==> config.mk <==
export PLATFORM = sky130hd
export DESIGN_NAME = swi_bank
export DESIGN_NICKNAME = d
export VERILOG_FILES = /design/src/rtl/swi_pkg.sv /design/src/rtl/swi_decode.sv /design/src/rtl/swi_cell.sv /design/src/rtl/swi_rdsel.sv /design/src/rtl/swi_bank.sv
export SDC_FILE = /design/constraint.sdc
export NUM_CORES = 1
export LEC_CHECK = 0
export BUFFER_PORTS_ARGS = -buffer_cell sky130_fd_sc_hd__buf_2
export CORE_MARGIN = 2
export CORE_UTILIZATION = 30
export CTS_CLUSTER_SIZE = 40
export DETAILED_ROUTE_END_ITERATION = 12
export PLACE_DENSITY = 0.8
export SLEW_MARGIN = 20
export SYNTH_ARGS = -nofsm -noshare
export SYNTH_HDL_FRONTEND = slang
export SYNTH_SLANG_ARGS = --single-unit
==> constraint.sdc <==
create_clock -name clk -period 1.4 [get_ports clk]
set_input_delay 0.14 -clock clk [delete_from_list [all_inputs] [get_ports clk]]
set_output_delay 0.14 -clock clk [all_outputs]
set_load 0.01 [all_outputs]
==> src/rtl/swi_pkg.sv <==
package swi_pkg;

  localparam int unsigned BUS_W = 32;
  localparam logic [3:0]  BE_WORD = 4'hF;

  // An access reaches a register only with all lanes on and a word-aligned offset.
  function automatic logic word_access_ok(input logic [3:0] be, input logic [1:0] low);
    return (be == BE_WORD) && (low == 2'b00);
  endfunction

  // The single meaningful bit of a written word.
  function automatic logic control_bit(input logic [BUS_W-1:0] word);
    return word[0];
  endfunction

  // Response word built from the one readable bit.
  function automatic logic [BUS_W-1:0] pack_resp(input logic b);
    return {{(BUS_W-1){1'b0}}, b};
  endfunction

endpackage

==> src/rtl/swi_decode.sv <==
module swi_decode #(
  parameter int unsigned ADDR_W    = 12,
  parameter int unsigned NUM_HARTS = 4
) (
  input  logic [ADDR_W-1:0]    addr,
  input  logic [3:0]           be,
  output logic [NUM_HARTS-1:0] hart_sel,
  output logic                 hit
);
  import swi_pkg::*;

  localparam int unsigned WORD_W = ADDR_W - 2;

  logic acc_ok;
  assign acc_ok = word_access_ok(be, addr[1:0]);

  for (genvar n = 0; n < NUM_HARTS; n++) begin : g_sel
    assign hart_sel[n] = acc_ok && (addr[ADDR_W-1:2] == WORD_W'(n));
  end

  assign hit = |hart_sel;
endmodule

==> src/rtl/swi_cell.sv <==
module swi_cell #(
  parameter bit SET_ONLY = 1'b0
) (
  input  logic clk,
  input  logic rst_n,
  input  logic wr_en,
  input  logic wr_bit,
  output logic line_o
);
  logic state_q;

  if (SET_ONLY) begin : g_pulse
    // A store of 1 gives a single-cycle pulse; a store of 0 is dropped.
    always_ff @(posedge clk or negedge rst_n) begin
      if (!rst_n) state_q <= 1'b0;
      else        state_q <= wr_en && wr_bit;
    end
  end else begin : g_level
    // The level follows the last stored bit.
    always_ff @(posedge clk or negedge rst_n) begin
      if (!rst_n)     state_q <= 1'b0;
      else if (wr_en) state_q <= wr_bit;
    end
  end

  assign line_o = state_q;
endmodule

==> src/rtl/swi_rdsel.sv <==
module swi_rdsel #(
  parameter int unsigned NUM_HARTS = 4,
  parameter bit          SET_ONLY  = 1'b0
) (
  input  logic [NUM_HARTS-1:0] hart_sel,
  input  logic [NUM_HARTS-1:0] lines,
  output logic                 rd_bit
);
  if (SET_ONLY) begin : g_zero
    logic unused_rd;
    assign unused_rd = ^{hart_sel, lines};
    assign rd_bit = 1'b0 & unused_rd;
  end else begin : g_mux
    assign rd_bit = |(hart_sel & lines);
  end
endmodule

==> src/rtl/swi_bank.sv <==
module swi_bank #(
  parameter int unsigned ADDR_W    = 12,
  parameter int unsigned NUM_HARTS = 4,
  parameter bit          SET_ONLY  = 1'b0
) (
  input  logic                 clk,
  input  logic                 rst_n,
  input  logic                 req_valid,
  input  logic                 req_write,
  input  logic [ADDR_W-1:0]    req_addr,
  input  logic [3:0]           req_be,
  input  logic [31:0]          req_wdata,
  output logic                 rsp_valid,
  output logic [31:0]          rsp_rdata,
  output logic [NUM_HARTS-1:0] irq_o
);
  import swi_pkg::*;

  // Named internal events, observed by the bound checker.
  logic [NUM_HARTS-1:0] hart_sel;
  logic                 hit;
  logic                 wr_fire;
  logic                 rd_fire;
  logic                 wr_bit;
  logic                 rd_bit;
  logic                 rsp_bit_q;
  logic                 rsp_valid_q;

  swi_decode #(.ADDR_W(ADDR_W), .NUM_HARTS(NUM_HARTS)) u_decode (
    .addr     (req_addr),
    .be       (req_be),
    .hart_sel (hart_sel),
    .hit      (hit)
  );

  assign wr_fire = req_valid && req_write && hit;
  assign rd_fire = req_valid && !req_write;
  assign wr_bit  = control_bit(req_wdata);

  for (genvar n = 0; n < NUM_HARTS; n++) begin : g_hart
    swi_cell #(.SET_ONLY(SET_ONLY)) u_cell (
      .clk    (clk),
      .rst_n  (rst_n),
      .wr_en  (wr_fire && hart_sel[n]),
      .wr_bit (wr_bit),
      .line_o (irq_o[n])
    );
  end

  swi_rdsel #(.NUM_HARTS(NUM_HARTS), .SET_ONLY(SET_ONLY)) u_rdsel (
    .hart_sel (hart_sel),
    .lines    (irq_o),
    .rd_bit   (rd_bit)
  );

  always_ff @(posedge clk or negedge rst_n) begin
    if (!rst_n) begin
      rsp_valid_q <= 1'b0;
      rsp_bit_q   <= 1'b0;
    end else begin
      rsp_valid_q <= rd_fire;
      rsp_bit_q   <= rd_fire && rd_bit;
    end
  end

  assign rsp_valid = rsp_valid_q;
  assign rsp_rdata = pack_resp(rsp_bit_q);
endmodule

==> results of run 1 <==
-- power by group through the flow --
stage	sequential, uW	clock (uW)	combinational [uW]
CTS	176	162	94.6
detailed placement	178	0	92.1
finish	176	152	96.3
floorplan	179	0	111
global placement	178	0	89.7
global route	175	175	107
-- routing by layer --
metal | vias up | routed length (um) | track usage (%)
met5 | - | 0 | 0
met4 | 0 | 12 | 7.87
met3 | 2 | 116 | 2.73
met2 | 31 | 610 | 18.9
met1 | 215 | 333 | 8.02
li1 | 205 | - | -
-- worst reg2reg max path: cells and delay by family (launching register included) --
| family | cells | cell delay [ns] |
|---|---|---|
| AND/OR/NAND/NOR | 1 | 0.15 |
| flip-flops | 1 | 0.39 |
| multiplexers | 1 | 0.48 |
-- per-stage QoR --
stage | cells | power [uW] | hold slack [ns]
4_1_cts | 115 | 432 | 0.127
3_5_place_dp | 111 | 270 | -0.0262
2_1_floorplan | 94 | 291 | -0.156
5_1_grt | 115 | 458 | 0.138
6_report | 115 | 424 | 0.134
3_3_place_gp | 111 | 268 | -0.0340
-- path summary, 6_finish.rpt --
kind,start,end,slack [ns],cells past startpoint
max,g_hart[3].u_cell.line_o,rsp_bit_q,0.27,2
min,req_write,rsp_valid,0.13,2
max reg2reg,g_hart[3].u_cell.line_o,rsp_bit_q,0.27,2
min reg2reg,g_hart[2].u_cell.line_o,g_hart[2].u_cell.line_o,0.51,1
max in group asynchronous,rst_n,g_hart[0].u_cell.line_o,1.00,2
min in group asynchronous,rst_n,rsp_bit_q,0.26,2
-- repair_timing --
action | 4_1_cts | 5_1_grt
hold buffers | 1 | 0
endpoints found under the hold margin | 6 | 0
setup buffers | 0 | 0
-- final cells by class --
| type | count | area [um^2] | area share, % |
|---|---|---|---|
| Sequential cell | 6 | 150 | 22.5 |
| Clock buffer | 3 | 22.5 | 3.38 |
| Timing Repair Buffer | 27 | 140 | 21.0 |
| Tap cell | 27 | 33.8 | 5.07 |
| Multi-Input combinational cell | 52 | 320 | 48.0 |
-- cell families (layout without fill, tap and decap cells) --
family,after synthesis,count (layout),share of synthesized area (%)
simple gates,16,16,21.7
buf+inv,36,30,43.0
other cells,1,31,0.597
flops,6,6,23.9
mux,5,5,10.8
-- placed cells by master, fill, tap and decap left out --
cell type and n:
conb_1 31, buf_2 26, and4b_1 1, dfrtp_1 6, and4bb_2 1, nand3_1 1, nor4_2 1, nor4b_2 1
nor4_1 2, mux2_2 1, mux2_1 3, nor3b_1 1, nand4b_1 2, clkbuf_4 3, and3b_2 1, and4_4 1
nor2b_1 1, nand4_1 2, nor2_1 1, dlygate4sd3_1 1, mux4_2 1
-- state kept, by name, indices dropped and copies added (netlist names) --
name and cells:
rsp_bit_q 1, rsp_valid 1, g_hart.u_cell.line_o 4
==> summary.txt, run 1 <==
status = completed
Post-synth EDFFs = 0
CP Buf/Inv Count = 0
Slowest cell on crit path = mux4_2
Max Clk Rate = 884 MHz
Cells after Synth = 64
post_cts resized = 0
Port-buffer cells = 26
Seq/Total Area, Yosys = 23.9%
Yosys warning count = 0
final net count = 142
max-slew violation count = 0
Sequential Power Share = 41.4%
layout cells sized above 1 = 40.9%
vias = 453
drt total wl = 1070 um
DR iter-0 viols = 0
min Tclk post-route = 1.13 ns
clock transition at the registers of the reported paths = 0.04 ns
Layout Area Growth over Synthesis = 6.18%
top cells by count, synth = buf_4 (36), dfrtp_1 (6), mux2_1 (3)
synth top area cells = buf_4 (43%), dfrtp_1 (24%), mux2_1 (5.4%)
total global routing overflow = 0
Clock Sinks = 6
internal power = 303 uW
vias in the first global route = 447
CP cell instances = mux4_2 -> nor3b_1
Crit path largest cell delay = 0.48 ns
Net Switching = 121 uW
final instance area = 667 um^2
Fin Setup TNS = 0 ns
type of the most critical hold path = in2reg
Worst Path Class, Setup = reg2reg
Crit path max-delay family = multiplexers
DR vias/cell = 3.94
Fillers = 219
top_reg_cell synth = dfrtp_1
pre-CTS setup slack = 0.0286 ns
core area = 1960 um^2
Yosys top cell by area = buf_4
Critical Path Start Type = flip-flop
setup violators final = 0
peak supply drop = 0.213 mV
WP data required = 1.52 ns
synth unique cells = 19
antenna cells = 0
Final HPWL DP = 962 um
Clk pwr share = 35.8%
die width = 49.8 um
number of antenna-violating nets in the routed design = 0
Bufs on Longest Clock Path = 2
Total GRT Usage = 9.78%
Crit Path Max Fanout = 3
largest net degree at the start of global routing = 7
Clock Latency Late Sink = 0.24 ns
Post-Syn Area = 628 um^2
Max-Cap Viols = 0
first-pass GRT wire length = 1830 um
Syn Area/Cell = 9.81 um^2
Residual DRC = 0
fin util = 34.0%
Core Rows = 16
CTS tree = built
WL/cell = 9.32 um
Critical Path AT = 1.25 ns
DIE AREA = 2480 um^2
post-placement cell area = 634 um^2
root buffer selected by CTS = clkbuf_4
drt first pass iters = 1
CTS H-tree depth = 1
Top Ports = 89
Die Y-Extent = 49.8 um
Pwr Density = 636 nW/um^2
skew final = 0.000657 ns
count leader, synth = buf_4
post-synthesis async set-or-reset flop share = 100%
routability cong. = 0.766
RSZ-0062 raised after global routing = no
Final Cycle Share = 80.8%
combinational power share = 22.7%
Final Hold Vio Count = 0
final worst setup slack = 0.269 ns
flops & latches, synth = 6
Initial Util = 32.0%
top cell type's share of synthesized area = 43.0%
initial antenna violation count = 0
P_leak = 0.000377 uW
Inserted Clock Buffers = 3
Crit. End Element = flip-flop
Net Sw Frac = 28.5%
No activity file was read; power rests on OpenSTA's default activity.
==> run 2: changes to the inputs <==
--- a/config.mk
+++ b/config.mk
@@ -7,10 +7,10 @@
 export LEC_CHECK = 0
 export BUFFER_PORTS_ARGS = -buffer_cell sky130_fd_sc_hd__buf_2
 export CORE_MARGIN = 2
-export CORE_UTILIZATION = 30
+export CORE_UTILIZATION = 27
 export CTS_CLUSTER_SIZE = 40
 export DETAILED_ROUTE_END_ITERATION = 12
-export PLACE_DENSITY = 0.8
+export PLACE_DENSITY = 0.76
 export SLEW_MARGIN = 20
 export SYNTH_ARGS = -nofsm -noshare
 export SYNTH_HDL_FRONTEND = slang
==> constraint.sdc (replaced) <==
create_clock -name clk -period 1 [get_ports clk]
set_input_delay 0.1 -clock clk [delete_from_list [all_inputs] [get_ports clk]]
set_output_delay 0.1 -clock clk [all_outputs]
set_load 0.01 [all_outputs]
==> run 2 against run 1 <==
Net effect:
- the run now ends with negative setup slack left
- critical path depth is the same
- setup slack got worse by 0.37 ns
- non-clock buffer count rose by 9
- power grew 49%
- hold slack worse by 0.046 ns
- via count is 5.3% higher
- largest power group unchanged
- maximum frequency is 2.5% higher
- clock power is 45% higher
- largest cell class unchanged
- final area up 18%
- count of clock-buffer cells in the layout stayed put
==> summary.txt, run 2 (synthesis results as in run 1) <==
status = finished with violations
failing checks = negative setup slack
number of antenna-violating nets in the routed design = 0 (unchanged)
Layout Area Growth over Synthesis = 25.3%
setup violators final = 4 (+4)
drt total wl = 1260 um (+17%)
initial antenna violation count = 0 (unchanged)
routability cong. = 0.869 (+13%)
wire length on met3 = 119 um (+2.6%)
top sig layer = met4
Pwr Density = 802 nW/um^2 (+26%)
Final Hold Vio Count = 0 (unchanged)
area taken by multi-input logic gates = 337 um^2 (+5.1%)
Max Clk Rate = 906 MHz (+2.5%)
Port-buffer cells = 26 (unchanged)
Final HPWL DP = 1060 um (+10%)
Total GRT Usage = 10.0% (+0.22 points)
peak supply drop = 0.461 mV (+120%)
skew final = 0.00353 ns (+0.00287 ns)
vias = 477 (+5.3%)
most frequent cells in the layout = conb_1 (31), buf_2 (21), buf_4 (9), dfrtp_1 (6), buf_6 (4)
Critical Path Start Type = flip-flop
total global routing overflow = 0 (unchanged)
Core Rows = 17 (+1)
Final Cycle Share = 110% (+30 points)
CTS tree = built
most common cell after layout, fill and taps aside = conb_1
drt first pass iters = 3 (+2)
Max-Cap Viols = 0 (unchanged)
Fillers = 238 (+8.7%)
Initial Util = 28.4% (-3.6 points)
final net count = 151 (+6.3%)
WL/cell = 10.0 um (+7.7%)
DIE AREA = 2730 um^2 (+10%)
Critical Path AT = 1.24 ns (about the same)
Clock Sinks = 6 (unchanged)
largest net degree at the start of global routing = 7 (unchanged)
antenna cells = 0 (unchanged)
DR vias/cell = 3.82 (-3.1%)
P_leak = 0.000439 uW (+16%)
FF+latch area = 150 um^2 (unchanged)
RSZ-0062 raised after global routing = yes
met2 routed WL = 680 um (+11%)
Crit Path Max Fanout = 2 (-1)
Die Y-Extent = 52.2 um (+5.0%)
Worst Path Class, Setup = reg2reg
final worst setup slack = -0.103 ns (-0.372 ns)
clock transition at the registers of the reported paths = 0.04 ns (about the same)
Slowest cell on crit path = mux4_2
fin util = 35.6% (+1.6 points)
Bufs on Longest Clock Path = 2 (unchanged)
Top Ports = 89 (unchanged)
core area = 2210 um^2 (+13%)
Inserted Clock Buffers = 3 (unchanged)
type of the most critical hold path = in2reg
pre-CTS setup slack = -0.327 ns (-0.356 ns)
vias in the first global route = 462 (+3.4%)
WP data required = 1.13 ns (-0.39 ns)
max reg flops = 4 (unchanged)
root buffer selected by CTS = clkbuf_4
die width = 52.2 um (+5.0%)
DR iter-0 viols = 3 (+3)
Crit path largest cell delay = 0.48 ns (about the same)
first-pass GRT wire length = 1970 um (+7.9%)
min Tclk post-route = 1.10 ns (-0.0279 ns)
max-slew violation count = 0 (unchanged)
CTS H-tree depth = 1 (unchanged)
wire length on met1 = 419 um (+26%)
CP cell instances = mux4_2 -> nor3b_1
layout cells sized above 1 = 48.5% (+7.5 points)
Crit. End Element = flip-flop
Residual DRC = 0 (unchanged)
Clock Latency Late Sink = 0.25 ns (about the same)
run 2: cell count changes in the layout (fill, tap and decap cells not counted):
cell    before  now
buf_4        0    9
buf_2       26   21
buf_6        0    4
mux2_1       3    1
mux2_4       0    2
buf_8        0    1
nor4_2       1    0
nor4_4       0    1
run 2: final cells by class:
type                    count  area share, %
well taps                  28           4.45
clock buffers               3           2.86
flip-flops and latches      6           19.1
repair buffers             36           30.8
multi-input cells          52           42.8
run 2: worst paths after layout:
| check | start | slack, ns | cells past startpoint | to |
|---|---|---|---|---|
| max in group asynchronous | rst_n | 0.64 | 2 | g_hart[3].u_cell.line_o |
| min in group asynchronous | rst_n | 0.22 | 2 | rsp_bit_q |
| max reg2reg | g_hart[3].u_cell.line_o | -0.10 | 2 | rsp_bit_q |
| min | req_write | 0.09 | 2 | rsp_valid |
| min reg2reg | g_hart[1].u_cell.line_o | 0.60 | 2 | g_hart[1].u_cell.line_o |
| max | g_hart[3].u_cell.line_o | -0.10 | 2 | rsp_bit_q |
run 2: critical path: cells and delay by family (launching register included):
family,cells,cell delay [ns]
muxes,1,0.48
and+or+nand+nor,1,0.15
DFF,1,0.37
run 2: per-layer routing:
layer	up-vias	global-route usage [%]
li1	223	-
met1	221	9.49
met2	29	18.6
met3	4	2.29
met4	0	7.26
met5	-	0
run 2: what timing repair did:
item / in CTS / in global routing
buffers inserted: 1 / 1
gates resized for setup: 6 / 3
pin swaps: 3 / 2
endpoints found under the hold margin: 6 / 0
hold buffers: 1 / 0
endpoints found under the setup margin: 4 / 7
run 2: stage by stage:
step           hold slack, ns  std cells  setup TNS (ns)  instance area, um^2  total power [uW]
2_1_floorplan          -0.196         94          -0.432                  749               408
3_3_place_gp          -0.0754        119           -1.11                  697               391
3_5_place_dp          -0.0705        119           -1.26                  697               396
4_1_cts                0.0734        124          -0.164                  763               641
5_1_grt                 0.103        125          -0.386                  787               664
6_report               0.0882        125          -0.166                  787               631
run 2: power breakdown:
part	switching [uW]	internal, uW	total [uW]
registers	0.546	246	246
logic	98.4	65.9	164
clock network	84.9	136	220
total	184	447	631
==> run 3: changes to the inputs <==
==> constraint.sdc (replaced) <==
create_clock -name clk -period 1 [get_ports clk]
set_input_delay 0.2 -clock clk [delete_from_list [all_inputs] [get_ports clk]]
set_output_delay 0.2 -clock clk [all_outputs]
set_load 0.01 [all_outputs]
==> run 3 against run 2 <==
Net effect:
- the flow still finishes with violations (negative setup slack)
- setup slack worse by 0.028 ns
- die area unchanged
- sequential cell count unchanged
- clock power rose by 2%
- non-clock buffer count is 4 higher
==> summary.txt, run 3 (synthesis results as in run 1) <==
final net count = 155 (+2.6%)
CTS tree = built
WL/cell = 9.88 um (-1.6%)
Critical Path AT = 1.26 ns (+0.02 ns)
met1 track demand over resource = 9.84% (+0.35 points)
DR iter-0 viols = 6 (+3)
Residual DRC = 0 (unchanged)
Die Y-Extent = 52.2 um (unchanged)
Hold Slack = 0.203 ns (+0.114 ns)
drt total wl = 1270 um (+1.5%)
RSZ-0062 raised after global routing = yes
Final Cycle Share = 113% (+2.8 points)
most common cell after layout, fill and taps aside = conb_1
vias in the first global route = 460 (-0.43%)
most frequent cells in the layout = conb_1 (31), buf_2 (19), buf_6 (10), buf_4 (9), dfrtp_1 (6)
Max-Cap Viols = 0 (unchanged)
antenna cells = 0 (unchanged)
Inserted Clock Buffers = 3 (unchanged)
Final Hold Vio Count = 0 (unchanged)
WP data required = 1.13 ns (about the same)
Final HPWL DP = 1060 um (unchanged)
failing checks = negative setup slack
Port-buffer cells = 26 (unchanged)
Pwr Density = 744 nW/um^2 (-7.3%)
largest net degree at the start of global routing = 7 (unchanged)
root buffer selected by CTS = clkbuf_4
number of antenna-violating nets in the routed design = 0 (unchanged)
Fillers = 227 (-4.6%)
vias = 491 (+2.9%)
Max Clk Rate = 884 MHz (-2.5%)
P_leak = 0.000464 uW (+5.9%)
drt first pass iters = 4 (+1)
Worst Path Class, Setup = in2reg
max reg flops = 4 (unchanged)
total global routing overflow = 0 (unchanged)
setup violators final = 9 (+5)
min Tclk post-route = 1.13 ns (+0.0281 ns)
DIE AREA = 2730 um^2 (unchanged)
Initial Util = 28.4% (unchanged)
Total GRT Usage = 10.2% (+0.24 points)
clock transition at the registers of the reported paths = 0.05 ns (about the same)
status = finished with violations
Core Rows = 17 (unchanged)
Crit. End Element = flip-flop
Bufs on Longest Clock Path = 2 (unchanged)
Critical Path Start Type = input port
Layout Area Growth over Synthesis = 36.1%
routability cong. = 0.869 (about the same)
max-slew violation count = 0 (unchanged)
layout cells sized above 1 = 52.5% (+4.0 points)
pre-CTS setup slack = -0.427 ns (-0.100 ns)
skew final = 0.00514 ns (+0.00161 ns)
first-pass GRT wire length = 2000 um (+1.4%)
Clock Latency Late Sink = 0.25 ns (about the same)
CTS H-tree depth = 1 (unchanged)
Clock Sinks = 6 (unchanged)
Crit Path Max Fanout = 4 (+2)
grt met3 use = 2.57% (+0.29 points)
initial antenna violation count = 0 (unchanged)
Top Ports = 89 (unchanged)
GRT Max-Usage Layer = met2
DR vias/cell = 3.81 (-0.26%)
peak supply drop = 0.468 mV (+1.7%)
type of the most critical hold path = in2reg
final worst setup slack = -0.131 ns (-0.0281 ns)
die width = 52.2 um (unchanged)
met2 GRT Util = 18.8% (+0.21 points)
core area = 2210 um^2 (unchanged)
## run 3: power by group
part           internal [uW]  switching [uW]  leakage (uW)
Sequential               246           0.523     0.0000828
Clock                    136            87.9     0.0000138
Combinational           66.1            99.4      0.000368
## run 3: routing by layer
layer / up-vias / part of all wire [%]
li1: 231 / -
met1: 225 / 33
met2: 31 / 55
met3: 4 / 9.0
met4: 0 / 2.8
met5: - / 0
## run 3: worst max-delay path: stages
cell	delay [ns]
buf_2	0.10
and4bb_2	0.27
and4_4	0.23
nand4b_1	0.13
mux2_4	0.32
## run 3: cell type report
class | count | area (um^2) | area share [%]
Multi-Input combinational cell | 52 | 347 | 40.6
Timing Repair Buffer | 40 | 300 | 35.1
Sequential cell | 6 | 150 | 17.6
Tap cell | 28 | 35.0 | 4.10
Clock buffer | 3 | 22.5 | 2.64
## run 3: what timing repair did
action / in CTS / in global routing
resized for setup: 14 / 3
pin swaps: 3 / 2
endpoints found under the setup margin: 8 / 9
hold endpoints to repair: 6 / 0
hold buffers: 1 / 0
setup buffers: 3 / 3
## run 3: worst paths after layout
path	from	endpoint	slack (ns)	cells after the start
setup / recovery	req_addr[0]	g_hart[2].u_cell.line_o	-0.13	5
hold / removal	req_write	rsp_bit_q	0.20	2
setup reg to reg	g_hart[3].u_cell.line_o	rsp_bit_q	-0.13	2
hold reg to reg	g_hart[0].u_cell.line_o	g_hart[0].u_cell.line_o	0.63	2
max in group asynchronous	rst_n	g_hart[3].u_cell.line_o	0.54	2
min in group asynchronous	rst_n	rsp_bit_q	0.31	2
## run 3: through the flow
step / TNS, ns / total power (uW) / instance area, um^2 / utilization [%] / instances
final: -0.812 / 635 / 855 / 38.6 / 129
after global routing: -1.21 / 666 / 855 / 38.6 / 129
after global placement: -1.53 / 391 / 697 / 31.5 / 119
after floorplan: -0.832 / 408 / 749 / - / 94
after CTS: -0.863 / 642 / 821 / 37.1 / 126
after detailed placement: -1.68 / 396 / 697 / 31.5 / 119
